`src/rtl/gpio_bank_pkg.sv`:
```
package gpio_bank_pkg;
  localparam int unsigned REG_W   = 32;
  localparam int unsigned ADDR_W  = 8;
  localparam int unsigned ALT_W   = 2;
  localparam int unsigned ALT_PER = REG_W / ALT_W;

  localparam logic [ADDR_W-1:0] OFF_LEVEL = 8'h00;
  localparam logic [ADDR_W-1:0] OFF_DIR   = 8'h04;
  localparam logic [ADDR_W-1:0] OFF_SET   = 8'h08;
  localparam logic [ADDR_W-1:0] OFF_CLR   = 8'h0C;
  localparam logic [ADDR_W-1:0] OFF_RISE  = 8'h10;
  localparam logic [ADDR_W-1:0] OFF_FALL  = 8'h14;
  localparam logic [ADDR_W-1:0] OFF_STAT  = 8'h18;
  localparam logic [ADDR_W-1:0] OFF_ALT0  = 8'h1C;
  localparam logic [ADDR_W-1:0] OFF_ALT1  = 8'h20;

  typedef struct packed {
    logic              wr;
    logic [ADDR_W-1:0] addr;
    logic [REG_W-1:0]  data;
  } wr_cmd_t;
endpackage

```
`src/rtl/gpio_sync.sv`:
```
module gpio_sync #(
  parameter int unsigned W      = 32,
  parameter int unsigned STAGES = 2
) (
  input  logic         clk,
  input  logic         rst_n,
  input  logic [W-1:0] d,
  output logic [W-1:0] q
);
  logic [W-1:0] chain [STAGES];

  genvar s;
  generate
    for (s = 0; s < STAGES; s++) begin : g_stage
      always_ff @(posedge clk or negedge rst_n) begin
        if (!rst_n) chain[s] <= '0;
        else if (s == 0) chain[s] <= d;
        else chain[s] <= chain[(s == 0) ? 0 : s-1];
      end
    end
  endgenerate

  assign q = chain[STAGES-1];
endmodule

```
`src/rtl/gpio_ctrl_regs.sv`:
```
module gpio_ctrl_regs
  import gpio_bank_pkg::*;
#(
  parameter int unsigned ALT_WORDS = 2
) (
  input  logic                         clk,
  input  logic                         rst_n,
  input  wr_cmd_t                      cmd,
  output logic [REG_W-1:0]             dir_q,
  output logic [REG_W-1:0]             out_q,
  output logic [REG_W-1:0]             rise_q,
  output logic [REG_W-1:0]             fall_q,
  output logic [ALT_WORDS*REG_W-1:0]   alt_q,
  output logic [REG_W-1:0]             stat_clr
);
  localparam logic [ADDR_W-1:0] ALT_STEP = ADDR_W'(REG_W / 8);

  logic hit_dir, hit_set, hit_clr, hit_rise, hit_fall;

  assign hit_dir  = cmd.wr && (cmd.addr == OFF_DIR);
  assign hit_set  = cmd.wr && (cmd.addr == OFF_SET);
  assign hit_clr  = cmd.wr && (cmd.addr == OFF_CLR);
  assign hit_rise = cmd.wr && (cmd.addr == OFF_RISE);
  assign hit_fall = cmd.wr && (cmd.addr == OFF_FALL);
  assign stat_clr = (cmd.wr && (cmd.addr == OFF_STAT)) ? cmd.data : '0;

  always_ff @(posedge clk or negedge rst_n) begin
    if (!rst_n) begin
      dir_q  <= '0;
      out_q  <= '0;
      rise_q <= '0;
      fall_q <= '0;
    end else begin
      if (hit_dir)  dir_q  <= cmd.data;
      if (hit_rise) rise_q <= cmd.data;
      if (hit_fall) fall_q <= cmd.data;
      if (hit_set)      out_q <= out_q | cmd.data;
      else if (hit_clr) out_q <= out_q & ~cmd.data;
    end
  end

  genvar w;
  generate
    for (w = 0; w < ALT_WORDS; w++) begin : g_alt
      localparam logic [ADDR_W-1:0] MY_OFF = OFF_ALT0 + ADDR_W'(w) * ALT_STEP;
      always_ff @(posedge clk or negedge rst_n) begin
        if (!rst_n) alt_q[w*REG_W +: REG_W] <= '0;
        else if (cmd.wr && (cmd.addr == MY_OFF))
          alt_q[w*REG_W +: REG_W] <= cmd.data;
      end
    end
  endgenerate
endmodule

```
`src/rtl/gpio_edge_unit.sv`:
```
module gpio_edge_unit
  import gpio_bank_pkg::*;
(
  input  logic             clk,
  input  logic             rst_n,
  input  logic [REG_W-1:0] lvl,
  input  logic [REG_W-1:0] rise_en,
  input  logic [REG_W-1:0] fall_en,
  input  logic [REG_W-1:0] clr_mask,
  output logic [REG_W-1:0] status_q,
  output logic [REG_W-1:0] events
);
  logic [REG_W-1:0] lvl_prev;

  always_comb begin
    events = (lvl & ~lvl_prev & rise_en) | (~lvl & lvl_prev & fall_en);
  end

  always_ff @(posedge clk or negedge rst_n) begin
    if (!rst_n) begin
      lvl_prev <= '0;
      status_q <= '0;
    end else begin
      lvl_prev <= lvl;
      // a new edge wins over a simultaneous clear
      status_q <= (status_q & ~clr_mask) | events;
    end
  end
endmodule

```
`src/rtl/gpio_edge_bank.sv`:
```
module gpio_edge_bank
  import gpio_bank_pkg::*;
#(
  parameter int unsigned SYNC_STAGES = 2
) (
  input  logic                     clk,
  input  logic                     rst_n,
  input  logic [REG_W-1:0]         pin_in,
  output logic [REG_W-1:0]         pin_out,
  output logic [REG_W-1:0]         pin_oe,
  output logic [ALT_W*REG_W-1:0]   alt_sel,
  output logic                     irq,
  input  logic                     req_valid,
  output logic                     req_ready,
  input  logic                     req_write,
  input  logic [ADDR_W-1:0]        req_addr,
  input  logic [REG_W-1:0]         req_wdata,
  output logic                     rsp_valid,
  output logic [REG_W-1:0]         rsp_rdata
);
  localparam int unsigned ALT_WORDS = ALT_W;

  wr_cmd_t          cmd;
  logic [REG_W-1:0] lvl_sync, dir_q, out_q, rise_q, fall_q, stat_clr;
  logic [REG_W-1:0] status_q, events;
  logic [ALT_WORDS*REG_W-1:0] alt_q;
  logic [REG_W-1:0] rd_mux;
  logic             rd_fire;

  assign req_ready = 1'b1;
  assign cmd.wr    = req_valid && req_ready && req_write;
  assign cmd.addr  = req_addr;
  assign cmd.data  = req_wdata;
  assign rd_fire   = req_valid && req_ready && !req_write;

  gpio_sync #(.W(REG_W), .STAGES(SYNC_STAGES)) u_sync (
    .clk(clk), .rst_n(rst_n), .d(pin_in), .q(lvl_sync)
  );

  gpio_ctrl_regs #(.ALT_WORDS(ALT_WORDS)) u_regs (
    .clk(clk), .rst_n(rst_n), .cmd(cmd),
    .dir_q(dir_q), .out_q(out_q), .rise_q(rise_q), .fall_q(fall_q),
    .alt_q(alt_q), .stat_clr(stat_clr)
  );

  gpio_edge_unit u_edge (
    .clk(clk), .rst_n(rst_n), .lvl(lvl_sync),
    .rise_en(rise_q), .fall_en(fall_q), .clr_mask(stat_clr),
    .status_q(status_q), .events(events)
  );

  always_comb begin
    case (req_addr)
      OFF_LEVEL: rd_mux = lvl_sync;
      OFF_DIR:   rd_mux = dir_q;
      OFF_RISE:  rd_mux = rise_q;
      OFF_FALL:  rd_mux = fall_q;
      OFF_STAT:  rd_mux = status_q;
      OFF_ALT0:  rd_mux = alt_q[0 +: REG_W];
      OFF_ALT1:  rd_mux = alt_q[REG_W +: REG_W];
      default:   rd_mux = '0;
    endcase
  end

  always_ff @(posedge clk or negedge rst_n) begin
    if (!rst_n) begin
      rsp_valid <= 1'b0;
      rsp_rdata <= '0;
      irq       <= 1'b0;
    end else begin
      rsp_valid <= rd_fire;
      if (rd_fire) rsp_rdata <= rd_mux;
      irq <= |status_q;
    end
  end

  assign pin_out = out_q;
  assign pin_oe  = dir_q;
  assign alt_sel = alt_q;
endmodule

```
`config.mk`:
```
export PLATFORM = sky130hd
export DESIGN_NAME = gpio_edge_bank
export DESIGN_NICKNAME = d
export VERILOG_FILES = /design/src/rtl/gpio_bank_pkg.sv /design/src/rtl/gpio_sync.sv /design/src/rtl/gpio_ctrl_regs.sv /design/src/rtl/gpio_edge_unit.sv /design/src/rtl/gpio_edge_bank.sv
export SDC_FILE = /design/constraint.sdc
export NUM_CORES = 1
export LEC_CHECK = 0
export ABC_AREA = 1
export BUFFER_PORTS_ARGS = -buffer_cell sky130_fd_sc_hd__buf_4
export CAP_MARGIN = 25
export CORE_ASPECT_RATIO = 1.4
export CORE_MARGIN = 2
export CORE_UTILIZATION = 30
export CTS_CLUSTER_SIZE = 12
export DETAILED_ROUTE_END_ITERATION = 10
export GPL_TIMING_DRIVEN = 0
export PLACE_DENSITY = 0.53
export SYNTH_ARGS = -nofsm -noshare
export SYNTH_HDL_FRONTEND = slang
export SYNTH_SLANG_ARGS = --single-unit
```
`constraint.sdc`:
```
create_clock -name clk -period 1.28 [get_ports clk]
set_clock_uncertainty 0.05 [all_clocks]
set_input_delay 0.064 -clock clk [delete_from_list [all_inputs] [get_ports clk]]
set_output_delay 0.064 -clock clk [all_outputs]
set_load 0.02 [all_outputs]
```
== After elaboration in Yosys (flattened, before gate mapping) ==
Cells that the tools add are included.

* Flip-flop bits (word level): 354

* Equality and inequality tests: 8
* Muxes and demuxes: 4
* Bitwise operators: 13
* Reduce and logical (&&, ||, !) cells: 14

{| class="wikitable"
|+ Operators by type and width
! operator !! number
|-
| 32-bit one-hot mux with 7 select lines || 1
|-
| 32-bit bitwise AND || 6
|-
| 32-bit NOT || 4
|-
| 32-bit 2-to-1 mux || 3
|-
| 32-bit OR || 3
|-
| 8-bit by 5-bit equality test with 1-bit output, second input constant || 4
|-
| 32-bit OR reduction || 1
|-
| 8-bit by 4-bit equality test with 1-bit output, second input constant || 2
|-
| 1-bit logical AND || 10
|-
| 8-bit by 3-bit equality test with 1-bit output, second input constant || 1
|-
| 8-bit by 6-bit equality test with 1-bit output, second input constant || 1
|-
| 8-bit logical NOT || 1
|-
| 2-bit nonzero test || 1
|-
| 1-bit logical NOT || 1
|}

== Depth between registers and ports, before layout ==
* Depth in word-level cells: 6
* Gate-level depth with buffers: 11
* Depth with buffers taken out: 9

== By module ==
Synthesis repeated with hierarchy kept, for this count alone.

* Cell total of the unflattened synthesis: 1,981
* Area, all modules: 15,977.8 um^2

{| class="wikitable"
|+ Modules (own cells, without submodules)
! module !! instances !! cells an instance !! area each (um^2)
|-
| gpio_ctrl_regs || 1 || 892 || 7,808.7
|-
| gpio_edge_bank || 1 || 673 || 3,644.7
|-
| gpio_edge_unit || 1 || 320 || 2,682.6
|-
| gpio_sync || 1 || 96 || 1,841.8
|}

== Least setup slack after synthesis ==
OpenSTA, ideal clock, no wires.

* Path kind: in2reg
* Start: in req_addr[6]
* End: reg u_edge.status_q[0]
* Library setup time: 0.127 ns
* Arrival: 0.935 ns
* Required time: 1.103 ns
* Path slack: 0.168 ns
* Stages on the path: 8
* Cells stage by stage: inv_1 nand2_1 nor2_4 buf_4 nand3_2 buf_2 o21ai_1 nand3_1

* Longest elaborated chain between the ends: 6

{| class="wikitable"
|+ Ends and longest elaborated chain
! what !! line !! text
|-
| start: declaration || gpio_edge_bank.sv:16 || <nowiki>input logic [ADDR_W-1:0] req_addr,</nowiki>
|-
| 8-bit by 5-bit equality test with 1-bit output || gpio_ctrl_regs.sv:25 || <nowiki>assign stat_clr = (cmd.wr && (cmd.addr == OFF_STAT)) ? cmd.data : '0;</nowiki>
|-
| 1-bit logical AND || gpio_ctrl_regs.sv:25 ||
|-
| 32-bit 2-to-1 mux || gpio_ctrl_regs.sv:25 ||
|-
| 32-bit NOT || gpio_edge_unit.sv:26 || <nowiki>status_q <= (status_q & ~clr_mask) | events;</nowiki>
|-
| 32-bit bitwise AND || gpio_edge_unit.sv:26 ||
|-
| 32-bit OR || gpio_edge_unit.sv:26 ||
|-
| end signal: assignment || gpio_edge_unit.sv:26 ||
|-
| end: declaration || gpio_edge_unit.sv:10 || <nowiki>output logic [REG_W-1:0] status_q,</nowiki>
|}

Every way passes these cells.
A chain may end at the register's enable or synchronous reset.

== Worst setup path in the final report ==
* Start: reg u_edge.status_q[13]
* End: reg irq

* Longest elaborated chain between the ends: 1

{| class="wikitable"
|+ Ends and longest elaborated chain
! what !! line !! text
|-
| 32-bit OR reduction || gpio_edge_bank.sv:73 || <nowiki>irq <= |status_q;</nowiki>
|-
| end signal: assignment || gpio_edge_bank.sv:73 ||
|-
| end: declaration || gpio_edge_bank.sv:12 || <nowiki>output logic irq,</nowiki>
|}

Every way passes these cells.

==> impl_results.html <==
<table>
<tr><th>Metric</th><th>Value</th></tr>
<tr><th colspan="2">Run status</th></tr>
<tr><td>Result of the run</td><td>finished, violations left</td></tr>
<tr><td>Violations in the final reports</td><td>negative hold slack</td></tr>
<tr><th colspan="2">Clock network</th></tr>
<tr><td>CTS H-Tree Depth</td><td>2</td></tr>
<tr><td>CTS Buffer Depth</td><td>3</td></tr>
<tr><td>Skew-Pair Late Insertion Delay</td><td>0.56 ns</td></tr>
<tr><td>Clock Sink Count</td><td>354</td></tr>
<tr><td>Post-cts hold buffer count</td><td>65</td></tr>
<tr><td>TritonCTS clock tree</td><td>done</td></tr>
<tr><td>Number of buffers created by CTS</td><td>38</td></tr>
<tr><td>CTS Root Cell</td><td>sky130_fd_sc_hd__clkbuf_16</td></tr>
<tr><td>Clock-pin transition on the worst setup and hold timing paths</td><td>0.06 ns</td></tr>
<tr><th colspan="2">Global routing</th></tr>
<tr><td>First-pass GRT wire length</td><td>79.3 mm</td></tr>
<tr><td>Met2 usage</td><td>0.357</td></tr>
<tr><td>GRT Residual Overflow</td><td>0</td></tr>
<tr><td>Pin count of the biggest net entering global routing</td><td>120</td></tr>
<tr><td>Vias in the first global route</td><td>13236</td></tr>
<tr><td>Most Crowded Layer GR</td><td>met2</td></tr>
<tr><td>Met1 capacity usage during global routing</td><td>0.254</td></tr>
<tr><td>All-Layer GR Usage</td><td>0.206</td></tr>
<tr><td>Met3 global-route usage</td><td>0.0362</td></tr>
<tr><td>Initial antenna violation count</td><td>2</td></tr>
<tr><th colspan="2">Min path</th></tr>
<tr><td>Worst hold-check path type</td><td>in -&gt; async</td></tr>
<tr><th colspan="2">Synthesis</th></tr>
<tr><td>Gate count after technology mapping</td><td>1711</td></tr>
<tr><td>Average cell area after synthesis</td><td>8.66 um2</td></tr>
<tr><td>Fraction of post-synthesis cell area in the top cell type by area</td><td>0.598</td></tr>
<tr><td>Number of unique standard cell types used by synthesis</td><td>25</td></tr>
<tr><td>Fraction of registers with async set or reset after synthesis</td><td>1.00</td></tr>
<tr><td>Synth Register Bits</td><td>354</td></tr>
<tr><td>Synth area leaders</td><td>sky130_fd_sc_hd__dfrtp_1 (60%), sky130_fd_sc_hd__nand2_1 (12%), sky130_fd_sc_hd__nand3_1 (7.5%)</td></tr>
<tr><td>Cell type contributing the most total cell area after synthesis</td><td>sky130_fd_sc_hd__dfrtp_1</td></tr>
<tr><td>Yosys synthesis warning count</td><td>0</td></tr>
<tr><td>Post-synthesis instance area</td><td>0.0148 mm2</td></tr>
<tr><td>Seq/Total Area, Yosys</td><td>0.598</td></tr>
<tr><td>Commonest register cell after synthesis</td><td>sky130_fd_sc_hd__dfrtp_1</td></tr>
<tr><td>Number of nets produced by synthesis</td><td>1787</td></tr>
<tr><td>EDFF count, synth</td><td>0</td></tr>
<tr><th colspan="2">STA</th></tr>
<tr><td>Min cycle time layout</td><td>1.26 ns</td></tr>
<tr><td>Max-slew violation count</td><td>0</td></tr>
<tr><td>Final setup violation count</td><td>0</td></tr>
<tr><td>Worst-case headroom to the max-slew limit</td><td>0.427</td></tr>
<tr><td>Post-route worst hold slack</td><td>-0.585 ns</td></tr>
<tr><td>Transition time of the tightest slew-check pin</td><td>0.860 ns</td></tr>
<tr><td>Maximum clock frequency</td><td>0.791 GHz</td></tr>
<tr><td>Fin crit share</td><td>0.988</td></tr>
<tr><td>Final hold violation count</td><td>134</td></tr>
<tr><th colspan="2">Setup path</th></tr>
<tr><td>Required time of the critical path</td><td>1.66 ns</td></tr>
<tr><td>Type of element launching the critical path</td><td>flop</td></tr>
<tr><td>Number of buffer and inverter stages on the critical path</td><td>0</td></tr>
<tr><td>Setup CP Type</td><td>reg -&gt; reg</td></tr>
<tr><td>Cell with the biggest individual delay on the critical path</td><td>sky130_fd_sc_hd__dfrtp_1</td></tr>
<tr><td>Critical path fanouts, max</td><td>3</td></tr>
<tr><td>Arrival time worst endpoint</td><td>1.65 ns</td></tr>
<tr><td>Critical path's top delay family</td><td>simple AND/OR/NAND/NOR gates</td></tr>
<tr><td>Element type at the critical path end</td><td>flop</td></tr>
<tr><td>Largest incremental delay on the critical path</td><td>0.43 ns</td></tr>
<tr><td>Cells along the critical path</td><td>nor4_2 &gt; nand2_2 &gt; nor2_2 &gt; nand2_1</td></tr>
<tr><th colspan="2">Route</th></tr>
<tr><td>Detail-routed via count per cell</td><td>4.74</td></tr>
<tr><td>Remaining design rule violation count</td><td>0</td></tr>
<tr><td>Detailed-router iteration count before antenna repair</td><td>5</td></tr>
<tr><td>Antenna viol nets, final</td><td>0</td></tr>
<tr><td>Number of design-rule violations left by the first detailed-router iteration</td><td>891</td></tr>
<tr><td>Post-detailed-route wirelength per cell</td><td>19.3 um</td></tr>
<tr><td>Total length of routed wires</td><td>52.7 mm</td></tr>
<tr><td>Total number of vias</td><td>12936</td></tr>
<tr><th colspan="2">Final layout</th></tr>
<tr><td>Post-Layout Inst Area</td><td>0.0196 mm2</td></tr>
<tr><td>Number of inserted diodes</td><td>0</td></tr>
<tr><td>Most common cell after layout, fill and taps aside</td><td>sky130_fd_sc_hd__nand2_1</td></tr>
<tr><td>Fraction of layout cells with a size suffix above 1</td><td>0.196</td></tr>
<tr><td>Number of cells in the finished layout apart from fillers</td><td>2730</td></tr>
<tr><td>Layout overhead on the synthesized area</td><td>32.1%</td></tr>
<tr><td>Final Net Count</td><td>2147</td></tr>
<tr><td>Count of filler cells inserted in the layout</td><td>4900</td></tr>
<tr><td>Top library cells by usage in the layout, fill and taps aside</td><td>sky130_fd_sc_hd__nand2_1 (490), sky130_fd_sc_hd__dfrtp_1 (352), sky130_fd_sc_hd__buf_4 (248)</td></tr>
<tr><th colspan="2">Die</th></tr>
<tr><td># IOs</td><td>239</td></tr>
<tr><td>Height of the die</td><td>267 um</td></tr>
<tr><td>Cell Rows</td><td>96</td></tr>
<tr><td>Horizontal extent of the die</td><td>192 um</td></tr>
<tr><td>Die Footprint</td><td>0.0512 mm2</td></tr>
<tr><td>Area of the core</td><td>0.0489 mm2</td></tr>
<tr><td>Initial core utilization</td><td>0.303</td></tr>
<tr><th colspan="2">Place</th></tr>
<tr><td>Count of buffers from port buffering</td><td>237</td></tr>
<tr><td>Cell Area, Placed</td><td>0.0175 mm2</td></tr>
<tr><td>Final HPWL from detailed placement</td><td>36.5 mm</td></tr>
<tr><td>GP Congestion</td><td>0.814</td></tr>
<tr><td>Total instance count after detailed placement</td><td>2588</td></tr>
<tr><th colspan="2">Job</th></tr>
<tr><td>Max-cap check violation count</td><td>0</td></tr>
<tr><th colspan="2">Power and ir drop</th></tr>
<tr><td>Static leakage power</td><td>9.87 nW</td></tr>
<tr><td>Areal power density over the cells</td><td>1260 mW/mm2</td></tr>
<tr><td>IR drop worst, VDD</td><td>981 uV</td></tr>
</table>
## metal layers
| metal | wire, um | vias to the layer above | part of all wire |
|---|---|---|---|
| met5 | 23 | - | 0.00044 |
| met4 | 1820 | 4 | 0.035 |
| met3 | 2800 | 100 | 0.053 |
| met2 | 26400 | 346 | 0.50 |
| met1 | 21700 | 6301 | 0.41 |
| li1 | - | 6185 | - |
## cells in the mapped netlist (6+ instances only)
cell type	count
sky130_fd_sc_hd__inv_1	136
sky130_fd_sc_hd__nand3_1	222
sky130_fd_sc_hd__buf_4	6
sky130_fd_sc_hd__o21ai_1	147
sky130_fd_sc_hd__o21ai_0	45
sky130_fd_sc_hd__nor4_1	8
sky130_fd_sc_hd__o21a_1	32
sky130_fd_sc_hd__dfrtp_1	354
sky130_fd_sc_hd__clkbuf_1	20
sky130_fd_sc_hd__buf_2	56
sky130_fd_sc_hd__nand2_1	493
sky130_fd_sc_hd__nor2_1	165
## where the power goes
group / internal, W / switching (W)
logic: 0.000725 / 0.00115
clock network: 0.00628 / 0.00459
registers: 0.0116 / 0.000303
total: 0.0186 / 0.00605
## flip-flops by register name (all words and copies together) (netlist names), named ones only
signal           flops
u_regs.alt_q        64
rsp_rdata           32
u_edge.lvl_prev     32
u_edge.status_q     32
u_regs.dir_q        32
u_regs.fall_q       32
u_regs.rise_q       32
u_sync.chain        32
u_sync.q            32
irq                  1
rsp_valid            1
## metrics by stage
| stage | TNS [ns] | worst slack [ns] | total power [W] | util | hold slack, ns |
|---|---|---|---|---|---|
| detailed placement | -149.29 | -0.546 | 0.0138 | 0.358 | 0.000846 |
| global placement | -1307.10 | -3.46 | 0.0137 | 0.356 | 0.125 |
| global route | -0.0417 | -0.0155 | 0.0255 | 0.401 | -0.542 |
| finish | 0 | 0.0152 | 0.0246 | 0.401 | -0.585 |
| CTS | -0.0338 | -0.0181 | 0.0249 | 0.398 | -0.561 |
| floorplan | 0 | 0.168 | 0.0127 | - | -0.282 |
## worst register-to-register path: cells and delay by family (launching register included)
family	cells	cell delay (ns)
flops	1	0.43
simple gates	4	0.67
## cells by family (layout without fill, tap and decap cells)
family,Yosys count,after routing,share of synthesized area
other,1,1,0.000253
buffers and inverters,224,606,0.0635
flip-flops,354,354,0.598
AO/OA/AOI/OAI,226,226,0.0820
AND/OR/NAND/NOR,906,906,0.257
## final timing paths
| check | start | slack, ns | endpoint | depth (start not counted) |
|---|---|---|---|---|
| max | u_edge.status_q[13] | 0.02 | irq | 4 |
| max reg2reg | u_edge.status_q[13] | 0.02 | irq | 4 |
| max in group asynchronous | rst_n | 0.40 | async pin | 3 |
| min in group clk | req_write | -0.17 | rsp_rdata[0] | 4 |
| min reg2reg | u_sync.chain[36] | 0.29 | u_sync.q[4] | 0 |
| min | rst_n | -0.58 | async pin | 1 |
## timing repair
| action | 4_1_cts | 5_1_grt |
|---|---|---|
| resized for setup | 16 | 33 |
| buffers inserted | 7 | 8 |
| pin swaps | 1 | 2 |
| endpoints found under the hold margin | 378 | 134 |
| endpoints found under the setup margin | 13 | 107 |
## final cells by class
type                    instances  area [um2]  share of cell area
plain buffers                  85         443              0.0226
clock buffers                  54        1080              0.0553
clock inverters                 8         115             0.00588
inverters                     139         522              0.0266
multi-input cells            1133        5090               0.260
flip-flops and latches        354        8860               0.452
well taps                     637         797              0.0407
repair buffers                320        2670               0.136
(Power assumes the default switching activity.)
